### config.mk
export PLATFORM = sky130hd
export DESIGN_NAME = wide_imm_assembler
export DESIGN_NICKNAME = d
export VERILOG_FILES = /design/src/rtl/wimm_pkg.sv /design/src/rtl/wimm_slot_split.sv /design/src/rtl/wimm_combine.sv /design/src/rtl/wide_imm_assembler.sv
export SDC_FILE = /design/constraint.sdc
export NUM_CORES = 1
export LEC_CHECK = 0
export BUFFER_PORTS_ARGS = -buffer_cell sky130_fd_sc_hd__buf_4
export CAP_MARGIN = 10
export CORE_MARGIN = 5
export CORE_UTILIZATION = 53
export CTS_CLUSTER_DIAMETER = 60
export DETAILED_ROUTE_END_ITERATION = 8
export MAX_ROUTING_LAYER = met4
export PLACE_DENSITY_LB_ADDON = 0.25
export SLEW_MARGIN = 25
export SYNTH_ARGS = -nofsm -noshare
export SYNTH_HDL_FRONTEND = slang
export SYNTH_SLANG_ARGS = --single-unit
### constraint.sdc
create_clock -name clk -period 3.75 [get_ports clk]
set_clock_uncertainty 0.15 [all_clocks]
set_input_delay 0.5625 -clock clk [delete_from_list [all_inputs] [get_ports clk]]
set_output_delay 0.5625 -clock clk [all_outputs]
set_load 0.03 [all_outputs]
### src/rtl/wimm_pkg.sv
package wimm_pkg;
   typedef enum logic [1:0] {
      ST_IDLE       = 2'd0,
      ST_HAVE_FIRST = 2'd1,
      ST_EMIT       = 2'd2
   } wimm_state_e;

   localparam int DEF_OPC_W  = 8;
   localparam int DEF_REG_W  = 4;
   localparam int DEF_OFF_W  = 16;
   localparam int DEF_IMM_W  = 32;
   localparam int DEF_SLOT_W = 64;
endpackage

### src/rtl/wimm_slot_split.sv
module wimm_slot_split #(
   parameter int OPC_W  = 8,
   parameter int REG_W  = 4,
   parameter int OFF_W  = 16,
   parameter int IMM_W  = 32,
   parameter int SLOT_W = 64
) (
   input  logic [SLOT_W-1:0] slot,
   output logic [OPC_W-1:0]  opc,
   output logic [REG_W-1:0]  dst,
   output logic [REG_W-1:0]  src,
   output logic [IMM_W-1:0]  imm,
   output logic              low_zero
);
   localparam int DST_LSB = OPC_W;
   localparam int SRC_LSB = DST_LSB + REG_W;
   localparam int OFF_LSB = SRC_LSB + REG_W;
   localparam int IMM_LSB = OFF_LSB + OFF_W;

   if (IMM_LSB + IMM_W != SLOT_W) begin : g_bad_layout
      $error("slot fields do not fill the slot width");
   end

   assign opc      = slot[DST_LSB-1:0];
   assign dst      = slot[SRC_LSB-1:DST_LSB];
   assign src      = slot[OFF_LSB-1:SRC_LSB];
   assign imm      = slot[SLOT_W-1:IMM_LSB];
   assign low_zero = (slot[IMM_LSB-1:0] == '0);
endmodule

### src/rtl/wimm_combine.sv
module wimm_combine #(
   parameter int IMM_W       = 32,
   parameter int SUB_W       = 4,
   parameter int MAX_SUB     = 6,
   parameter bit ZERO_NONINT = 1'b1
) (
   input  logic [SUB_W-1:0]   sub,
   input  logic [IMM_W-1:0]   lo,
   input  logic [IMM_W-1:0]   hi,
   output logic [2*IMM_W-1:0] value,
   output logic               sub_bad
);
   if (MAX_SUB >= (1 << SUB_W)) begin : g_bad_max
      $error("MAX_SUB does not fit the subtype field");
   end

   assign sub_bad = (sub > SUB_W'(MAX_SUB));

   if (ZERO_NONINT) begin : g_int_only
      assign value = (sub == '0) ? {hi, lo} : '0;
   end else begin : g_always_join
      assign value = {hi, lo};
   end
endmodule

### src/rtl/wide_imm_assembler.sv
module wide_imm_assembler
   import wimm_pkg::*;
#(
   parameter int              OPC_W       = DEF_OPC_W,
   parameter int              REG_W       = DEF_REG_W,
   parameter int              OFF_W       = DEF_OFF_W,
   parameter int              IMM_W       = DEF_IMM_W,
   parameter int              SLOT_W      = DEF_SLOT_W,
   parameter logic [OPC_W-1:0] WIDE_OPC   = 'h18,
   parameter int              MAX_SUB     = 6,
   parameter bit              ZERO_NONINT = 1'b1
) (
   input  logic               clk,
   input  logic               rst_n,
   input  logic               in_valid,
   input  logic [SLOT_W-1:0]  in_slot,
   input  logic               in_eos,
   output logic               in_ready,
   output logic               out_valid,
   input  logic               out_ready,
   output logic               out_kind,
   output logic [SLOT_W-1:0]  out_slot,
   output logic [REG_W-1:0]   out_dst,
   output logic [REG_W-1:0]   out_sub,
   output logic [IMM_W-1:0]   out_imm_lo,
   output logic [IMM_W-1:0]   out_imm_hi,
   output logic [2*IMM_W-1:0] out_value,
   output logic               out_err_pseudo,
   output logic               out_err_sub,
   output logic               out_err_trunc
);
   localparam int VAL_W = 2 * IMM_W;

   if (OPC_W < 1 || REG_W < 1 || IMM_W < 1) begin : g_bad_width
      $error("field widths must be positive");
   end

   typedef struct packed {
      logic              kind;
      logic [SLOT_W-1:0] slot;
      logic [REG_W-1:0]  dst;
      logic [REG_W-1:0]  sub;
      logic [IMM_W-1:0]  lo;
      logic [IMM_W-1:0]  hi;
      logic [VAL_W-1:0]  value;
      logic              e_pseudo;
      logic              e_sub;
      logic              e_trunc;
   } rec_t;

   wimm_state_e       state, state_nxt;
   rec_t              rec_q, rec_nxt;
   logic              rec_load, hold_load, accept;
   logic [REG_W-1:0]  hold_dst, hold_sub;
   logic [IMM_W-1:0]  hold_lo;

   logic [OPC_W-1:0]  f_opc;
   logic [REG_W-1:0]  f_dst, f_src;
   logic [IMM_W-1:0]  f_imm;
   logic              f_low_zero;
   logic [VAL_W-1:0]  c_value;
   logic              c_sub_bad;

   wimm_slot_split #(
      .OPC_W(OPC_W), .REG_W(REG_W), .OFF_W(OFF_W),
      .IMM_W(IMM_W), .SLOT_W(SLOT_W)
   ) u_split (
      .slot(in_slot), .opc(f_opc), .dst(f_dst), .src(f_src),
      .imm(f_imm), .low_zero(f_low_zero)
   );

   wimm_combine #(
      .IMM_W(IMM_W), .SUB_W(REG_W), .MAX_SUB(MAX_SUB), .ZERO_NONINT(ZERO_NONINT)
   ) u_combine (
      .sub(hold_sub), .lo(hold_lo), .hi(f_imm),
      .value(c_value), .sub_bad(c_sub_bad)
   );

   assign in_ready = (state != ST_EMIT);
   assign accept   = in_valid && in_ready;

   always_comb begin
      state_nxt = state;
      rec_nxt   = '0;
      rec_load  = 1'b0;
      hold_load = 1'b0;
      case (state)
         ST_IDLE: begin
            if (accept && !in_eos) begin
               if (f_opc == WIDE_OPC) begin
                  hold_load = 1'b1;
                  state_nxt = ST_HAVE_FIRST;
               end else begin
                  rec_load     = 1'b1;
                  rec_nxt.slot = in_slot;
                  state_nxt    = ST_EMIT;
               end
            end
         end
         ST_HAVE_FIRST: begin
            if (accept) begin
               rec_load      = 1'b1;
               rec_nxt.kind  = 1'b1;
               rec_nxt.dst   = hold_dst;
               rec_nxt.sub   = hold_sub;
               rec_nxt.lo    = hold_lo;
               rec_nxt.e_sub = c_sub_bad;
               if (in_eos) begin
                  rec_nxt.e_trunc = 1'b1;
               end else begin
                  rec_nxt.hi       = f_imm;
                  rec_nxt.value    = c_value;
                  rec_nxt.e_pseudo = !f_low_zero;
               end
               state_nxt = ST_EMIT;
            end
         end
         ST_EMIT: begin
            if (out_ready) state_nxt = ST_IDLE;
         end
         default: state_nxt = ST_IDLE;
      endcase
   end

   always_ff @(posedge clk) begin
      if (!rst_n) begin
         state    <= ST_IDLE;
         rec_q    <= '0;
         hold_dst <= '0;
         hold_sub <= '0;
         hold_lo  <= '0;
      end else begin
         state <= state_nxt;
         if (rec_load) rec_q <= rec_nxt;
         if (hold_load) begin
            hold_dst <= f_dst;
            hold_sub <= f_src;
            hold_lo  <= f_imm;
         end
      end
   end

   assign out_valid      = (state == ST_EMIT);
   assign out_kind       = rec_q.kind;
   assign out_slot       = rec_q.slot;
   assign out_dst        = rec_q.dst;
   assign out_sub        = rec_q.sub;
   assign out_imm_lo     = rec_q.lo;
   assign out_imm_hi     = rec_q.hi;
   assign out_value      = rec_q.value;
   assign out_err_pseudo = rec_q.e_pseudo;
   assign out_err_sub    = rec_q.e_sub;
   assign out_err_trunc  = rec_q.e_trunc;
endmodule

==> impl_metrics.json <==
{
  "required_ps": 4030,
  "synth.largest_area_cell": "dfxtp_1",
  "total_power_mw": 5.39,
  "count_of_flip_flops_with_a_built_in_enable_after_synthesis": 0,
  "drt-wirelength-per-cell_um": 19.8,
  "yosysWarnings": 0,
  "dr_wl_met2_um": 10900,
  "met1_wirelength_um": 9250,
  "critPathLaunchType": "flop",
  "number_of_routed_nets_with_antenna_violations": 0,
  "initial_antenna_violation_count": 0,
  "report.final.hold_viol_count": 0,
  "grt_pass1_vias": 6480,
  "synth_cells": 669,
  "hpwl_um": 14800,
  "placedInstanceArea_sq_um": 9890,
  "largest_family_of_logic_cells_by_synthesized_area": "compound AO/OA/AOI/OAI gates",
  "cp-end-kind": "flop",
  "crit_buf_inv": 1,
  "crit_chain": "nor4b_2, and2_1, and2b_2, buf_12, a22o_1",
  "min_period_over_period_pct": 65.8,
  "floorplan.initialDensity_pct": 53.7,
  "cts.htree.levels": 1,
  "grt_setup_unrepaired": "false",
  "synth_area_per_cell_sq_um": 11.6,
  "worstPathMaxFanout": 38,
  "routed-wl-met3_um": 1570,
  "yosysTopAreaCellShare_pct": 63.3,
  "critical_path_class": "flop to flop",
  "synth.top_cells.by_area": "dfxtp_1 63%, a22o_1 23%, nand2_1 4.0%, a21oi_1 2.7%, buf_4 1.4%",
  "peakVddDrop_uv": 467,
  "setup_viol": 0,
  "post-cts-setup-buffer-count": 0,
  "drc": 0,
  "detailroute.via_count": 6343,
  "worst_path_dominant_cell_family": "simple AND/OR/NAND/NOR gates",
  "post-place-cells": 1078,
  "num-nets-final": 989,
  "drt_wl_total_um": 22200,
  "status": "completed",
  "synthesis.area_sq_um": 7770,
  "clock_tree.root_cell": "clkbuf_16",
  "port-buffer-count": 274,
  "grt_usage_pct": 24.7,
  "top_signal_layer_used": "met4",
  "timing.final.max_slew_violations": 0,
  "synth_fp_nets": 738,
  "gp_routability_congestion": 0.865,
  "timing.max_cap.violations": 0,
  "chipHeight_um": 131,
  "worst-endpoint-arrival_ps": 2750,
  "drt-initial-drc-count": 364,
  "die-area_sq_um": 17200,
  "drive_above_1_share_pct": 35.7,
  "final.setup.tns_ps": 0,
  "clk_transition_reported_paths_ps": 60,
  "clkLatencyLatePin_ps": 500,
  "detailedRoute.firstPassIterationCount": 5,
  "worstHoldPathType": "input port to flop",
  "post_synthesis_sequential_element_count": 246,
  "slew-limit-headroom_pct": 38.9,
  "layoutNonFillerInstCount": 1120,
  "synth_simple_gate_area_share_pct": 7.06,
  "synth-xor-area-share_pct": 0,
  "worst-slew-pin-transition_ps": 917,
  "min_period_ps": 2470,
  "maxClockFrequency_mhz": 406,
  "maximum_root_to_sink_buffer_count": 3,
  "ys_async_sr_fraction_pct": 0,
  "hold-worst-slack_ps": 145,
  "first_pass_grt_wire_length_um": 34900,
  "synth-adder-area-share_pct": 0,
  "num_io_pins": 275,
  "power_per_cell_area_nw_per_um2": 504,
  "synth_mux_area_share_pct": 0,
  "max_stage_delay_ps": 570,
  "yosysUniqueCellTypes": 34,
  "vias_per_cell": 5.66,
  "insertedDiodeCount": 0,
  "design_area_sq_um": 10700,
  "die_w_um": 131,
  "placement_rows": 44,
  "largest_net_degree_at_the_start_of_global_routing": 160,
  "yosys_most_used_dff": "dfxtp_1",
  "cts.hold.buffers_added": 0,
  "cts_tree": "built",
  "syn2layout_area_growth_pct": 37.6,
  "power.static_leakage_nw": 4.70,
  "cp_slowest_cell": "and2b_2",
  "clock_sink_count": 246,
  "core_area_sq_um": 14500,
  "grt-ovfl-total": 0,
  "tritoncts.num_buffers": 24,
  "area_fraction_in_compound_gates_after_synthesis_pct": 25.9,
  "post_cts_resize_count": 0,
  "post_synthesis_sequential_area_ratio_pct": 63.3
}
worst paths after layout:
kind	to	startpoint	slack, ps	cells past startpoint
worst max register to register	out_slot[28]$_SDFFE_PN0P_	state[1]$_SDFFE_PN0P_	1280	5
worst min-delay path	out_slot[23]$_SDFFE_PN0P_	in_slot[23]	150	2
worst min register to register	hold_dst[3]$_SDFFE_PN0P_	hold_dst[3]$_SDFFE_PN0P_	310	2
worst max-delay path	out_slot[28]$_SDFFE_PN0P_	state[1]$_SDFFE_PN0P_	1280	5
synthesized netlist by cell type, types with 2 or more instances:
cell type	number
clkbuf_1	28
buf_1	4
and2_1	3
nor2_1	4
nand3_1	2
nand2_1	82
buf_2	10
a22o_1	202
nand2b_1	2
a21oi_1	42
nor4b_2	2
buf_4	14
dfxtp_1	246
nor4_1	8
report_power, final:
group          total (mW)  switching [mW]  internal (mW)
Sequential           2.67          0.0228           2.65
Combinational       0.333           0.204          0.129
Clock                2.39           0.955           1.43
Total                5.39            1.18           4.21
per-layer routing:
layer	global-route usage, %	vias up
met2	41.8	259
met4	5.89	0
met3	5.28	39
met5	-	-
li1	-	2976
met1	30.2	3069
stage by stage:
step	util, %	setup WS (ps)
final	73.9	1280
after global routing	73.9	1100
after CTS	73.9	1290
after detailed placement	68.3	952
after global placement	68.3	1050
after floorplan	-	1530
flip-flops by register name, summed over array words and instances (netlist names):
name / count
out_slot: 64
out_value: 64
hold_lo: 32
out_imm_hi: 32
out_imm_lo: 32
hold_dst: 4
hold_sub: 4
out_dst: 4
out_sub: 4
state: 2
out_err_pseudo: 1
out_err_sub: 1
out_err_trunc: 1
out_kind: 1
cells in the final DEF, fill, tap and decap left out, types with 2 or more instances in the layout:
master,instances
buf_4,280
dfxtp_1,246
a22o_1,202
nand2_1,82
a21oi_1,42
clkbuf_16,25
nor4_1,8
clkbuf_8,8
clkinv_2,6
nor2_1,4
nand2b_1,2
and2_2,2
clkinvlp_4,2
buf_12,2
kinds of logic (layout without fill, tap and decap cells):
group / count (synthesis) / after routing
compound gates: 249 / 249
flops: 246 / 246
simple gates: 115 / 115
buf+inv: 59 / 326
area by class of cell:
type,count,area (sq um)
Clock buffer,33,736
Multi-Input combinational cell,364,2580
Inverter,2,7.51
Tap cell,184,230
Fill cell,1029,3780
Timing Repair Buffer,282,2140
Sequential cell,246,4920
Clock inverter,9,75.1
Note: power is estimated with default switching activity, not from simulation.
